[src/rtl/sysctl_pkg.sv]
package sysctl_pkg;
  localparam int ADDR_W = 2;
  typedef enum logic [ADDR_W-1:0] {
    A_KEY     = 2'd0,
    A_DEVCFG  = 2'd1,
    A_CLKDIV  = 2'd2,
    A_SYSINFO = 2'd3
  } reg_addr_e;
  localparam int N_GUARDED = 2;
endpackage

[src/rtl/sysctl_lock.sv]
module sysctl_lock #(
  parameter int DATA_W = 32,
  parameter logic [DATA_W-1:0] KEY = 32'h0000_00AA
) (
  input  logic              clk,
  input  logic              rst_n,
  input  logic              wr_en,
  input  logic              is_key_addr,
  input  logic [DATA_W-1:0] wdata,
  output logic              unlocked
);
  logic open_q;

  // any write decides the next state; reads leave it alone
  always_ff @(posedge clk or negedge rst_n) begin
    if (!rst_n)     open_q <= 1'b0;
    else if (wr_en) open_q <= is_key_addr && (wdata == KEY);
  end

  assign unlocked = open_q;
endmodule

[src/rtl/sysctl_regs.sv]
module sysctl_regs
  import sysctl_pkg::*;
#(
  parameter int DATA_W = 32,
  parameter logic [DATA_W-1:0] DEVCFG_RST = '0,
  parameter logic [DATA_W-1:0] CLKDIV_RST = '0
) (
  input  logic              clk,
  input  logic              rst_n,
  input  logic              wr_en,
  input  logic [ADDR_W-1:0] addr,
  input  logic [DATA_W-1:0] wdata,
  input  logic              unlocked,
  output logic [DATA_W-1:0] devcfg,
  output logic [DATA_W-1:0] clkdiv
);
  logic [DATA_W-1:0] word_q [N_GUARDED];

  for (genvar g = 0; g < N_GUARDED; g++) begin : g_guarded
    localparam logic [ADDR_W-1:0] MY_ADDR = ADDR_W'(g + 1);
    localparam logic [DATA_W-1:0] MY_RST  = (g == 0) ? DEVCFG_RST : CLKDIV_RST;
    always_ff @(posedge clk or negedge rst_n) begin
      if (!rst_n)
        word_q[g] <= MY_RST;
      else if (wr_en && unlocked && (addr == MY_ADDR))
        word_q[g] <= wdata;
    end
  end

  assign devcfg = word_q[0];
  assign clkdiv = word_q[1];
endmodule

[src/rtl/sysctl_rstpulse.sv]
module sysctl_rstpulse #(
  parameter logic RST_LEVEL = 1'b0
) (
  input  logic clk,
  input  logic rst_n,
  input  logic level,
  output logic pulse
);
  logic prev_q;

  always_ff @(posedge clk or negedge rst_n) begin
    if (!rst_n) prev_q <= RST_LEVEL;
    else        prev_q <= level;
  end

  assign pulse = level & ~prev_q;
endmodule

[src/rtl/sysctl_keyreg.sv]
module sysctl_keyreg
  import sysctl_pkg::*;
#(
  parameter int DATA_W    = 32,
  parameter logic [DATA_W-1:0] KEY        = 32'h0000_00AA,
  parameter logic [DATA_W-1:0] DEVCFG_RST = '0,
  parameter logic [DATA_W-1:0] CLKDIV_RST = '0,
  parameter int SWRST_BIT = 31,
  parameter int REV_LSB   = 28,
  parameter int REV_W     = 4,
  parameter int REV       = 3
) (
  input  logic              clk,
  input  logic              rst_n,
  input  logic              req_valid,
  output logic              req_ready,
  input  logic              req_write,
  input  logic [ADDR_W-1:0] req_addr,
  input  logic [DATA_W-1:0] req_wdata,
  output logic              rsp_valid,
  output logic [DATA_W-1:0] rsp_rdata,
  output logic              sw_reset_pulse,
  output logic [DATA_W-1:0] cfg_devcfg,
  output logic [DATA_W-1:0] cfg_clkdiv
);
  localparam logic [DATA_W-1:0] SYSINFO_V =
    DATA_W'(REV_W'(REV)) << REV_LSB;

  logic wr_en, rd_en, lock_open;
  logic [DATA_W-1:0] rd_mux;

  assign req_ready = 1'b1;
  assign wr_en = req_valid && req_write;
  assign rd_en = req_valid && !req_write;

  sysctl_lock #(.DATA_W(DATA_W), .KEY(KEY)) u_lock (
    .clk(clk), .rst_n(rst_n), .wr_en(wr_en),
    .is_key_addr(req_addr == A_KEY), .wdata(req_wdata),
    .unlocked(lock_open)
  );

  sysctl_regs #(.DATA_W(DATA_W), .DEVCFG_RST(DEVCFG_RST),
                .CLKDIV_RST(CLKDIV_RST)) u_regs (
    .clk(clk), .rst_n(rst_n), .wr_en(wr_en), .addr(req_addr),
    .wdata(req_wdata), .unlocked(lock_open),
    .devcfg(cfg_devcfg), .clkdiv(cfg_clkdiv)
  );

  sysctl_rstpulse #(.RST_LEVEL(DEVCFG_RST[SWRST_BIT])) u_pulse (
    .clk(clk), .rst_n(rst_n), .level(cfg_devcfg[SWRST_BIT]),
    .pulse(sw_reset_pulse)
  );

  always_comb begin
    unique case (req_addr)
      A_KEY:    rd_mux = DATA_W'(lock_open);
      A_DEVCFG: rd_mux = cfg_devcfg;
      A_CLKDIV: rd_mux = cfg_clkdiv;
      default:  rd_mux = SYSINFO_V;
    endcase
  end

  always_ff @(posedge clk or negedge rst_n) begin
    if (!rst_n) begin
      rsp_valid <= 1'b0;
      rsp_rdata <= '0;
    end else begin
      rsp_valid <= rd_en;
      if (rd_en) rsp_rdata <= rd_mux;
    end
  end
endmodule

[config.mk]
export PLATFORM = sky130hd
export DESIGN_NAME = sysctl_keyreg
export DESIGN_NICKNAME = d
export VERILOG_FILES = /design/src/rtl/sysctl_pkg.sv /design/src/rtl/sysctl_lock.sv /design/src/rtl/sysctl_regs.sv /design/src/rtl/sysctl_rstpulse.sv /design/src/rtl/sysctl_keyreg.sv
export SDC_FILE = /design/constraint.sdc
export NUM_CORES = 1
export LEC_CHECK = 0
export BUFFER_PORTS_ARGS = -buffer_cell sky130_fd_sc_hd__buf_2
export CORE_ASPECT_RATIO = 0.75
export CORE_UTILIZATION = 35
export CTS_CLUSTER_SIZE = 30
export DETAILED_ROUTE_END_ITERATION = 6
export PLACE_DENSITY = 0.58
export SLEW_MARGIN = 20
export SYNTH_ARGS = -nofsm -noshare
export SYNTH_HDL_FRONTEND = slang
export SYNTH_SLANG_ARGS = --single-unit
[constraint.sdc]
create_clock -name clk -period 1.7 [get_ports clk]
set_input_delay 0.085 -clock clk [delete_from_list [all_inputs] [get_ports clk]]
set_output_delay 0.085 -clock clk [all_outputs]
set_load 0.01 [all_outputs]
# Yosys cells after proc, flatten, opt, wreduce, memory -nomap -nowiden
# Cells that the tools add are included.
# op_classes
n_eq_ne	3
mux	1
n_bitwise	2
n_reduce_logical	8
# op_table
op	n
32-bit one-hot mux with 3 select lines	1
32-bit by 8-bit equality test with 1-bit output, second input constant	1
1-bit logical AND	6
2-bit by 1-bit equality test with 1-bit output, second input constant	1
2-bit equality test, second input constant	1
2-bit logical NOT	1
1-bit bitwise AND	1
1-bit logical NOT	1
1-bit inverter	1
# totals
ff_bits	99
input_bits	38
wordCells	20

# Depth between registers and ports, before layout
# logic_depth
ltp_word	3
mapped_depth	6
ltp_nobuf	3

# Cells and area by module
# A second synthesis with hierarchy kept.
# hier_totals
hier_cells	308
hier_area_um2	4429.2
# by_module_without_submodules
mod	instances	cells_each	area_per_inst_um2	seq_area_each_um2
sysctl_regs	1	136	2662.6	1601.5
sysctl_keyreg	1	155	1581.5	825.8
sysctl_lock	1	15	146.4	25.0
sysctl_rstpulse	1	2	38.8	25.0

# Least setup slack after synthesis
# OpenSTA, ideal clock, no wires.
# synth_timing
path_type	register to register
from	reg u_lock.open_q, in the netlist u_lock.unlocked
to	reg u_regs.word_q, in the netlist u_regs.devcfg[10]
arrival_ns	1.173
t_required_ns	1.573
setup_slack_ns	0.400
path_stages_with_launch	6
synth_period_minus_slack_ns	1.300
cell_sequence	dfrtp_1 nand3_1 nor2b_1 buf_4 buf_6 mux2_1
# synth_between
elab_chain_cells	2
# synth_rtl
element	line	text
from (decl)	sysctl_lock.sv:12	logic open_q;
from (signal assigned)	sysctl_lock.sv:17	else if (wr_en) open_q <= is_key_addr && (wdata == KEY);
1-bit logical AND (2 in a row)	sysctl_regs.sv:25	else if (wr_en && unlocked && (addr == MY_ADDR))
to (signal, indexed assignment)	sysctl_regs.sv:26	word_q[g] <= wdata;
to (decl)	sysctl_regs.sv:17	logic [DATA_W-1:0] word_q [N_GUARDED];
# No other way between the ends.
# A chain may end at the register's enable or synchronous reset.

# Worst setup path in the final report
# layout_timing
from	in req_wdata[28]
to	reg u_lock.open_q, in the netlist u_lock.unlocked
# layout_between
elab_chain_cells	2
# layout_rtl
element	line	text
from (decl)	sysctl_keyreg.sv:19	input logic [DATA_W-1:0] req_wdata,
32-bit by 8-bit equality test with 1-bit output	sysctl_lock.sv:17	
1-bit logical AND	sysctl_lock.sv:17	
# No other way between the ends.

==> summary.txt <==
Run status
  • Status: finished clean

Clock tree
  • Clk_lat worst skew: 0.34 ns
  • Clock transition at path regs: 0.06 ns
  • CTS buffer count: 9
  • CTS tree: yes
  • CTS root buf: clkbuf_16
  • Maximum clock path buffer count: 2
  • CTS Sinks: 99
  • H-tree depth: 3

Detailed routing
  • Initial DRC Count: approximately 80
  • Vias: 3,009
  • ANT nets after route: 0
  • DR DRC count: 0
  • Drt wl/cell: 16.5 um
  • Initial DRT Pass Iterations: 4
  • WL final: 10,500 um
  • Routed vias/inst: 4.74

STA
  • Unrepaired setup endpoints after global routing: false
  • # setup viols final: 0
  • Min Tclk post-route: 1.59 ns
  • FMAX: 630 MHz
  • Worst slew margin: 0.670
  • Skew final: 0.00501 ns
  • Final Cycle Share: 0.934
  • Final number of hold-violating endpoints: 0
  • Total Negative Setup Slacks: 0 ns
  • Final slew viol count: 0
  • Worst slew pin tran: around 0.49 ns

Floorplanning
  • Rows: 34
  • DIE AREA: around 12,000 um2
  • Die height: 96.5 um
  • Core area: 11,600 um2
  • Initial core utilization: 0.359
  • Die W: 128 um
  • IO Count: 137

Logic synthesis
  • Seq/Total Area, Yosys: 0.595
  • Syn Inst Count: 309
  • Distinct cell type count after synthesis: 30
  • Mapped Area: 4170 um2
  • Main combinational cell family by area after synthesis: multiplexers
  • Xor/xnor share of the synthesized area: 0
  • Mapped Nets: 347
  • Mux cell area share after synthesis: 0.202
  • Synth Warn #: 0
  • Compound-gate portion of the synthesized area: 0.0985
  • Simple-gate portion of the synthesized area: 0.0640
  • Syn avg cell area: between 10 and 15 um2
  • Yosys reg bits: 99
  • Adder-cell share of the synthesized area: 0

Cells and area
  • Fillers: 1,069
  • Final Cell Area: 5600 um2
  • Most frequent cells in the layout: buf_2 (134), dfrtp_1 (99), nand2_1 (34), mux2_1 (34)
  • Ant diodes: 0
  • Most common cell after layout, fill and taps aside: buf_2
  • Fraction of layout cells with a size suffix above 1: 0.416
  • Nets@finish: between 500 and 600
  • Area Overhead vs Synth: 34.5%

Min path
  • HP Class: input pin to register

Setup path
  • Worst path required time: 1.92 ns
  • Setup CP Type: input pin to register
  • Cell Chain, Critical Path: dlygate4sd3_1 > buf_2 > nor4_1 > nand4_1 > o41ai_1
  • Setup crit start kind: input pin
  • CP top delay family: buffers and inverters
  • Max incr delay on CP: 0.55 ns
  • Bufs and invs on worst path: 2
  • Worst Path Arrival: 1.81 ns
  • Crit-path max FO: 3
  • Slowest cell on crit path: dlygate4sd3_1
  • Critical Path Sink Type: register

GRT
  • First-pass GRT wire length: 16,300 um
  • Grt ovf: 0
  • Initial antenna violation count: 0
  • Largest net degree at the start of global routing: 37
  • Vias in the first global route: 3,013
  • GRT Total Usage: 0.177

Placement
  • DP Area: approximately 5000 um2
  • Buffers on Ports: 135
  • Hpwl dp: just over 7000 um
  • GP Congestion: 0.721

Power
  • Power consumption: 4.70 mW
  • VDD IR-drop max: 481 uV
  • Pleak: 2.95 nW
  • PwrDens: 838 nW/um2

Job
  • Max Cap Viol: 0
## where the power goes
part | internal (mW) | leakage (nW) | switching (mW) | total (mW)
sequential | 2.36 | 1.38 | 0.00258 | 2.36
clock | 1.21 | 0.146 | 0.850 | 2.06
combinational | 0.109 | 1.42 | 0.162 | 0.271
total | 3.68 | 2.95 | 1.01 | 4.70
## path summary, 6_finish.rpt
| path | startpoint | slack, ns | cells after the start | endpoint |
|---|---|---|---|---|
| setup / recovery | req_wdata[28] | 0.11 | 5 | u_lock.unlocked |
| hold / removal | req_wdata[29] | 0.01 | 2 | u_regs.devcfg[29] |
| setup reg to reg | u_lock.unlocked | 0.28 | 4 | u_regs.devcfg[22] |
| hold reg to reg | u_regs.devcfg[31] | 0.45 | 0 | u_pulse.prev_q |
| max in group asynchronous | rst_n | 0.87 | 3 | rsp_rdata[18] |
| min in group asynchronous | rst_n | 0.24 | 2 | u_regs.clkdiv[11] |
## cells in the mapped netlist
| cell type | instances | area share |
|---|---|---|
| a2bb2oi_1 | 1 | 0.0021 |
| a22oi_1 | 29 | 0.052 |
| nand2b_1 | 1 | 0.0015 |
| inv_2 | 1 | 0.00090 |
| buf_1 | 3 | 0.0027 |
| mux2_4 | 30 | 0.11 |
| a21oi_1 | 2 | 0.0024 |
| dfrtp_1 | 99 | 0.59 |
| buf_6 | 7 | 0.019 |
| nand4b_1 | 1 | 0.0021 |
| or4_1 | 1 | 0.0018 |
| nor4b_1 | 1 | 0.0021 |
| nand3_1 | 2 | 0.0024 |
| mux2_1 | 34 | 0.092 |
| nand4_1 | 1 | 0.0015 |
| and2b_4 | 1 | 0.0024 |
| conb_1 | 1 | 0.00090 |
| clkbuf_1 | 7 | 0.0063 |
| nor2b_4 | 1 | 0.0033 |
| nand2_1 | 34 | 0.031 |
| o21ai_1 | 30 | 0.036 |
| mux2i_1 | 1 | 0.0024 |
| buf_4 | 4 | 0.0072 |
| buf_2 | 3 | 0.0036 |
| nor2_1 | 2 | 0.0018 |
| o41ai_1 | 1 | 0.0021 |
| nor4bb_1 | 1 | 0.0024 |
| o31ai_1 | 2 | 0.0036 |
| nor2b_1 | 3 | 0.0045 |
| nor4_1 | 5 | 0.0075 |
## area by class of cell
class	count	area, um2	share of cell area
Timing Repair Buffer	173	1090	0.194
Tap cell	162	203	0.0362
Clock inverter	2	35.0	0.00625
Sequential cell	99	2480	0.442
Inverter	1	3.75	0.000670
Clock buffer	13	260	0.0464
Multi-Input combinational cell	185	1540	0.274
## stage by stage
stage | setup slack [ns] | cells | utilization | hold WS, ns
final | 0.112 | 635 | 0.483 | 0.00985
after global routing | 0.00514 | 635 | 0.483 | 0.00577
after CTS | 0.0346 | 635 | 0.483 | 0.000566
after detailed placement | 0.238 | 595 | 0.436 | 0.0838
after global placement | 0.307 | 595 | 0.436 | 0.0871
after floorplan | 0.400 | 309 | - | -0.211
## kinds of logic (layout without fill, tap and decap cells)
family	count (synthesis)	after routing
and+or+nand+nor	54	54
buffers and inverters	25	189
AOI/OAI and AO/OA	65	65
muxes	65	65
other	1	1
DFF	99	99
## state kept, by name, indices dropped and copies added, names as in the netlist
signal / count
rsp_rdata: 32
rsp_valid: 1
u_lock.unlocked: 1
u_pulse.prev_q: 1
u_regs.clkdiv: 32
u_regs.devcfg: 32
## timing repair
action	CTS	global route
resized for setup	0	0
hold endpoints to repair	72	0
buffers inserted	0	0
setup endpoints to repair	0	0
hold buffers	25	0
## layer usage
layer / global-route usage / up-vias / part of all wire / routed length [um]
li1: - / 1419 / - / -
met1: 0.233 / 1484 / 0.47 / 4900
met2: 0.280 / 94 / 0.45 / 4740
met3: 0.0595 / 12 / 0.068 / 709
met4: 0.0520 / 0 / 0.010 / 106
met5: 0 / - / 0 / 0
Power figures use the tool's default switching activity.
